## src/rtl/xcvr_pkg.sv

```systemverilog
// Shared constants for the registered bus transceiver.
// Assumes two transfer directions, indexed as below everywhere.
package xcvr_pkg;
    localparam int unsigned NDIR   = 2;
    localparam int unsigned DIR_AB = 0;  // A port feeds B port
    localparam int unsigned DIR_BA = 1;  // B port feeds A port
endpackage

```

## src/rtl/strobe_fall_det.sv

```systemverilog
// Detects a high-to-low transition of a capture strobe sampled by clk.
// Assumes the strobe is already synchronous to clk. After reset the history
// reads low, so a strobe must be seen high before a fall can be reported.
module strobe_fall_det (
    input  logic clk,
    input  logic rst_n,
    input  logic strobe,
    output logic fall
);
    logic strobe_q;

    // Keep the strobe value from the previous clock edge.
    always_ff @(posedge clk) begin
        if (!rst_n) strobe_q <= 1'b0;
        else        strobe_q <= strobe;
    end

    assign fall = strobe_q & ~strobe;

    assert_fall_shape_R8: assert property (@(posedge clk) disable iff (!rst_n)
        fall |-> ($past(strobe) && !strobe));
endmodule

```

## src/rtl/capture_reg.sv

```systemverilog
// One direction's storage register: loads din when load is high, else holds.
// Assumes load is a single-cycle pulse from a strobe edge detector.
module capture_reg #(
    parameter int unsigned W = 8
) (
    input  logic         clk,
    input  logic         rst_n,
    input  logic         load,
    input  logic [W-1:0] din,
    output logic [W-1:0] q
);
    // Clear on reset, otherwise take din on a load pulse.
    always_ff @(posedge clk) begin
        if (!rst_n)    q <= '0;
        else if (load) q <= din;
    end

    assert_load_takes_R8: assert property (@(posedge clk) disable iff (!rst_n)
        load |=> (q == $past(din)));
    assert_hold_no_load_R10: assert property (@(posedge clk) disable iff (!rst_n)
        !load |=> $stable(q));
endmodule

```

## src/rtl/port_drive.sv

```systemverilog
// Output side of one port: picks live or stored data and gates it by enable.
// Assumes enable is already decoded from the output enable and direction.
module port_drive #(
    parameter int unsigned W = 8
) (
    input  logic         enable,
    input  logic         use_stored,
    input  logic [W-1:0] live,
    input  logic [W-1:0] stored,
    output logic [W-1:0] dout,
    output logic         drive
);
    logic [W-1:0] chosen;

    // Pick the source, then force zero on an undriven port.
    always_comb begin
        chosen = use_stored ? stored : live;
        dout   = enable ? chosen : '0;
        drive  = enable;
    end
endmodule

```

## src/rtl/bus_xcvr_reg.sv

```systemverilog
// Registered bidirectional transceiver between an A port and a B port.
// Each direction has a falling-strobe capture register and a live/stored
// select. oe_n (active low) and dir choose the single driven port.
// Assumes all inputs are synchronous to clk.
module bus_xcvr_reg #(
    parameter int unsigned W = 8
) (
    input  logic         clk,
    input  logic         rst_n,
    input  logic         oe_n,
    input  logic         dir,
    input  logic         sel_ab,
    input  logic         sel_ba,
    input  logic         stb_ab,
    input  logic         stb_ba,
    input  logic [W-1:0] a_in,
    output logic [W-1:0] a_out,
    output logic         a_oe,
    input  logic [W-1:0] b_in,
    output logic [W-1:0] b_out,
    output logic         b_oe
);
    import xcvr_pkg::*;

    logic [NDIR-1:0]        strobe_v;
    logic [NDIR-1:0]        fall_v;
    logic [NDIR-1:0]        en_v;
    logic [NDIR-1:0]        sel_v;
    logic [NDIR-1:0]        drv_v;
    logic [NDIR-1:0][W-1:0] src_v;
    logic [NDIR-1:0][W-1:0] store_v;
    logic [NDIR-1:0][W-1:0] out_v;

    // Gather per-direction inputs and decode which direction may drive.
    always_comb begin
        strobe_v[DIR_AB] = stb_ab;
        strobe_v[DIR_BA] = stb_ba;
        src_v[DIR_AB]    = a_in;
        src_v[DIR_BA]    = b_in;
        sel_v[DIR_AB]    = sel_ab;
        sel_v[DIR_BA]    = sel_ba;
        en_v[DIR_AB]     = ~oe_n &  dir;
        en_v[DIR_BA]     = ~oe_n & ~dir;
    end

    for (genvar d = 0; d < NDIR; d++) begin : g_dir
        strobe_fall_det i_fall (
            .clk    (clk),
            .rst_n  (rst_n),
            .strobe (strobe_v[d]),
            .fall   (fall_v[d])
        );

        capture_reg #(.W(W)) i_store (
            .clk   (clk),
            .rst_n (rst_n),
            .load  (fall_v[d]),
            .din   (src_v[d]),
            .q     (store_v[d])
        );

        port_drive #(.W(W)) i_drive (
            .enable     (en_v[d]),
            .use_stored (sel_v[d]),
            .live       (src_v[d]),
            .stored     (store_v[d]),
            .dout       (out_v[d]),
            .drive      (drv_v[d])
        );
    end

    // A-to-B path drives the B port; B-to-A path drives the A port.
    always_comb begin
        b_out = out_v[DIR_AB];
        b_oe  = drv_v[DIR_AB];
        a_out = out_v[DIR_BA];
        a_oe  = drv_v[DIR_BA];
    end

    assert_one_driver_R12: assert property (@(posedge clk) disable iff (!rst_n)
        !(a_oe && b_oe));
    assert_quiet_when_off_R2: assert property (@(posedge clk) disable iff (!rst_n)
        oe_n |-> (!a_oe && !b_oe && a_out == '0 && b_out == '0));
    assert_live_b_R5: assert property (@(posedge clk) disable iff (!rst_n)
        (b_oe && !sel_ab) |-> (b_out == a_in));
    assert_other_side_kept_R11: assert property (@(posedge clk) disable iff (!rst_n)
        (fall_v[DIR_AB] && !fall_v[DIR_BA]) |=> $stable(store_v[DIR_BA]));
endmodule

```

## config.mk

```make
export PLATFORM = sky130hd
export DESIGN_NAME = bus_xcvr_reg
export DESIGN_NICKNAME = d
export VERILOG_FILES = /design/src/rtl/xcvr_pkg.sv /design/src/rtl/strobe_fall_det.sv /design/src/rtl/capture_reg.sv /design/src/rtl/port_drive.sv /design/src/rtl/bus_xcvr_reg.sv
export SDC_FILE = /design/constraint.sdc
export NUM_CORES = 1
export LEC_CHECK = 0
export ABC_AREA = 1
export BUFFER_PORTS_ARGS = -buffer_cell sky130_fd_sc_hd__buf_2
export CORE_MARGIN = 4
export CORE_UTILIZATION = 46
export DETAILED_ROUTE_END_ITERATION = 10
export PLACE_DENSITY = 0.74
export SLEW_MARGIN = 20
export SYNTH_ARGS = -nofsm -noshare
export SYNTH_HDL_FRONTEND = slang
export SYNTH_SLANG_ARGS = --single-unit
```

## constraint.sdc

```tcl
create_clock -name clk -period 0.9 [get_ports clk]
set_input_delay 0.045 -clock clk [delete_from_list [all_inputs] [get_ports clk]]
set_output_delay 0.045 -clock clk [all_outputs]
set_load 0.005 [all_outputs]
```

---- Word level (Yosys, flattened, before mapping) ----
Index checks and enable logic that the tools add are counted.
storage, ports and cells
  register bits ........................... 18
  bits of input ports ..................... 24
  output and inout port bits .............. 18
  word-level logic and storage cells ...... 16
cells by class
  multiplexer cells ....................... 4
  bitwise gates (word level) .............. 8
operators by type and width
  kind              count
  8-bit 2-to-1 mux  4
  1-bit AND         4
  1-bit inverter    4

---- Longest topological paths before layout ----
  word-level depth ........................ 3
  mapped depth ............................ 5
  mapped depth without buffers ............ 4

---- Hierarchy ----
A second synthesis with hierarchy kept.
second synthesis, totals
  cell total of the unflattened synthesis .. 203
  area total of the unflattened synthesis .. 1,204.9 µm²
by module, submodules not included
  module           times used  cells an instance  area an instance (µm²)  seq. area each (µm²)
  capture_reg      2           51                 356.6                   160.2
  port_drive       2           44                 203.9                   0.0
  strobe_fall_det  2           5                  35.0                    20.0
  bus_xcvr_reg     1           3                  13.8                    0.0

---- Least setup slack after synthesis ----
OpenSTA, ideal clock, no wires.
  path type ............................... register to register
  from .................................... register g_dir[0].i_fall.strobe_q
  to ...................................... register g_dir[0].i_store.q[0]
  library setup time ...................... 0.064 ns
  arrival ................................. 0.721 ns
  data required time ...................... 0.836 ns
  setup slack ............................. 0.115 ns
  stages on the path, launching flop included .. 6
  path buffers ............................ 1
  cell sequence ........................... dfxtp_1 buf_6 inv_2 nor2_4 nor2_1 nor2_1
between the ends
  cells in the longest elaborated chain, start to end .. 1
ends and longest elaborated chain
  what                    RTL line               text
  start, declared         strobe_fall_det.sv:10  logic strobe_q;
  start signal, assigned  strobe_fall_det.sv:15  else strobe_q <= strobe;
  1-bit AND               strobe_fall_det.sv:18  assign fall = strobe_q & ~strobe;
  end signal, assigned    capture_reg.sv:15      else if (load) q <= din;
  end, declared           capture_reg.sv:10      output logic [W-1:0] q
Every way passes these cells.
A chain may end at the register's enable or synchronous reset.

---- Final worst setup path ----
  from .................................... register g_dir[1].i_store.q[3]
  to ...................................... output port a_out[3]
between the ends
  cells in the longest elaborated chain, start to end .. 2
ends and longest elaborated chain
  what                    RTL line            text
  start, declared         capture_reg.sv:10
  start signal, assigned  capture_reg.sv:15
  8-bit 2-to-1 mux        port_drive.sv:17    chosen = use_stored ? stored : live;
  8-bit 2-to-1 mux        port_drive.sv:18    dout = enable ? chosen : '0;
  end, declared           bus_xcvr_reg.sv:17  output logic [W-1:0] a_out,
Every way passes these cells.

==> results.md <==
* Cell family with most CP delay: flip-flops
* Int Pwr at 1.23 mW
* H-tree depth at 1
* Mapped Nets at approximately 190
* CP endpoint kind: output port
* Maximum buffer depth of the clock tree at 2
* Drt pass-1 iters at 4
* Per-cell routed wire length at around 11 um
* Half-perimeter wire length after placement at 1820 um
* Diode count at 0
* Failing checks: setup timing
* Core Region at just over 2000 um^2
* Fmax at between 1000 and 1500 MHz
* Num Clock Sinks at 18
* Commonest cells after routing, fill and taps aside: 49 x nand2_1, 41 x buf_2, 29 x nor2_1, 24 x inv_1, 18 x dfxtp_2
* Layout Nets at 238
* Initial DRC count at 15
* GR peak layer: met2
* Max IR drop VDD at approximately 0.7 mV
* CP startpoint kind: flip-flop
* Clock-pin slew on the worst setup and hold paths at 0.10 ns
* Setup-failing EPs final at 16
* Placed Cells at between 200 and 250
* Mapped cell area at approximately 1000 um^2
* Pin slew with the least headroom to its limit at about 0.41 ns
* Fin crit share at 109%
* Placer Congestion at between 0.8 and 0.9
* # port buffers at 41
* Global Route Usage Sum at 18.1%
* Rel. slew slack at between 70% and 80%
* DRC errors left at 0
* Critical Path RT at 0.85 ns
* Reg power frac at roughly half
* Worst path slowest cell: dfxtp_2
* PnR worst setup slack at -0.0833 ns
* First-pass GRT wire length at around 4000 um
* Number of global-route vias before repair at between 900 and 1000
* Synthesized flop and latch total at 18
* DR vias at between 1000 and 1500
* Reg2reg start: g_dir[1].i_fall.strobe_q
* Hold Crit Class: in2reg
* Max stage delay on crit path at 0.35 ns
* Combinational group share of total power at roughly a fifth
* Place WS at about 0.092 ns
* Worst reg-to-reg setup slack at about 0.06 ns
* Hold_sp: b_in[4]
* CTS tree: done
* Rows at 16
* Gr ovfl total at 0
* Leakage Power at roughly 0.73 nW
* Maxcap violations at 0
* Run status: finished, violations left
* Pwr Density at ~1300 nW/um^2
* Met3 GRT Util at around 2.5%
* Setup_tns at -1.11 ns
* Crit Path Class: reg2out
* Final ANT Viol Nets at 0
* Die Y at between 50 and 60 um
* Crit path cell chain: nand2_1 -> a21oi_2 -> buf_2
* Critical path buffer and inverter count at 1
* Hold Crit Depth at 5
* Root Buffer: clkbuf_4
* Worst EP arrival at between 0.9 and 1 ns
* Synth Warn # at 0
* RSZ-0062 raised after global routing: true
* Largest net degree at the start of global routing at 19
* Post-synthesis sequential area ratio at approximately 36%
* Total Routed Length at roughly 2500 um
* Final Non-Filler Cells at 240
* Final Slew Violations at 0
* Area growth syn-to-layout at 33.4%
* Synth unique cells at 11
* CTS buffer count at 3
* Min Tclk post-route at ~0.98 ns
* Via/cell ratio at 4.65
* Area after DPL at approximately 1200 um^2
* Setup Skew at ~0.0016 ns
* Psw at approximately 0.48 mW
* Clk pwr share at around 29%
* Most common cell after layout, fill and taps aside: nand2_1
* Met2 usage at 33.3%
* Synth Area per Inst at a little under 6 um^2
* Worst Path Max Fanout at 2
* Skew-Pair Late Insertion Delay at 0.29 ns
* Design Area, Final at 1350 um^2
* Initial antenna violation count at 0
* Global routing met1 resource utilization at between 20% and 30%
* DIE WIDTH at about 55 um
* Final Core Density at 66.5%
* Initial core utilization at about half
* Reg2Reg Depth at 4
* Layout cells sized above 1 at between 40% and 50%
* Min-Delay Endpoint: g_dir[1].i_store.q[4]
* Worst reg2reg endpoint: g_dir[1].i_store.q[6]
* Die area at between 3000 and 4000 um^2
* Cells after synthesis at between 150 and 200
* Switch share at 27.9%
* Number of top-level pins at 42
* Final Hold Viols at 0
final cells by class:
class / instances / area [um^2]
clock buffer: 4 / 36.3
fill: 204 / 677
inverter: 28 / 105
multi-input combinational: 118 / 547
sequential: 18 / 383
tap: 27 / 33.8
timing repair buffer: 45 / 240
how the worst max path moves through the flow:
stage | from | to | slack [ns] | cells after the start
CTS | g_dir[0].i_store.q[6] | b_out[6] | -0.09 | 3
detailed placement | g_dir[1].i_fall.strobe_q | g_dir[1].i_store.q[5] | 0.09 | 4
global placement | g_dir[1].i_fall.strobe_q | g_dir[1].i_store.q[3] | 0.12 | 4
global route | g_dir[0].i_store.q[3] | b_out[3] | -0.16 | 3
floorplan | g_dir[0].i_fall.strobe_q | g_dir[0].i_store.q[0] | 0.11 | 5
finish | g_dir[1].i_store.q[3] | a_out[3] | -0.08 | 3
sequential cells by signal, summed over array words and instances, names as in the netlist:
signal,cells
g_dir.i_fall.strobe_q,2
g_dir.i_store.q,16
cell usage after synthesis:
| library cell | n | area (um^2) |
|---|---|---|
| nand2_1 | 52 | 195 |
| nor2_1 | 32 | 120 |
| inv_1 | 24 | 90.1 |
| dfxtp_1 | 18 | 360 |
| a21oi_1 | 16 | 80.1 |
| nand3_1 | 16 | 80.1 |
| inv_2 | 4 | 15.0 |
| buf_2 | 3 | 15.0 |
| buf_6 | 2 | 22.5 |
| nor2_4 | 2 | 22.5 |
| buf_4 | 1 | 7.51 |
power groups by stage:
stage | clock, mW | combinational, mW | sequential, mW
3_5_place_dp | 0 | 0.313 | 0.879
3_3_place_gp | 0 | 0.306 | 0.877
6_report | 0.498 | 0.340 | 0.872
5_1_grt | 0.561 | 0.384 | 0.877
4_1_cts | 0.519 | 0.321 | 0.867
2_1_floorplan | 0 | 0.203 | 0.873
metrics by stage:
step / hold slack, ns / power, mW
floorplan: 0.138 / 1.08
finish: 0.0664 / 1.71
global route: 0.0626 / 1.82
CTS: 0.0583 / 1.71
global placement: 0.292 / 1.18
detailed placement: 0.296 / 1.19
logic make-up after synthesis:
family | count (synthesis) | share of synthesized area, %
compound gates | 16 | 7.94
buf+inv | 34 | 14.9
flops | 18 | 35.7
simple gates | 102 | 41.4
worst register-to-register path, cell delays in order (launching register included):
cell	delay [ns]
dfxtp_2	0.36
inv_2	0.05
nor2_4	0.22
nor2_1	0.07
nor2_1	0.09
what timing repair did:
action / in CTS / in global routing
pin swaps: 16 / 8
setup endpoints to repair: 16 / 23
hold buffers: 2 / 0
buffers inserted: 0 / 0
endpoints found under the hold margin: 2 / 0
resized for setup: 16 / 17
metal layers:
layer / part of all wire [%] / routed length (um)
met1: 44 / 1100
met2: 49 / 1230
met3: 6.9 / 175
met4: 0.28 / 7
met5: 0 / 0
Note: power is estimated with default switching activity, not from simulation.
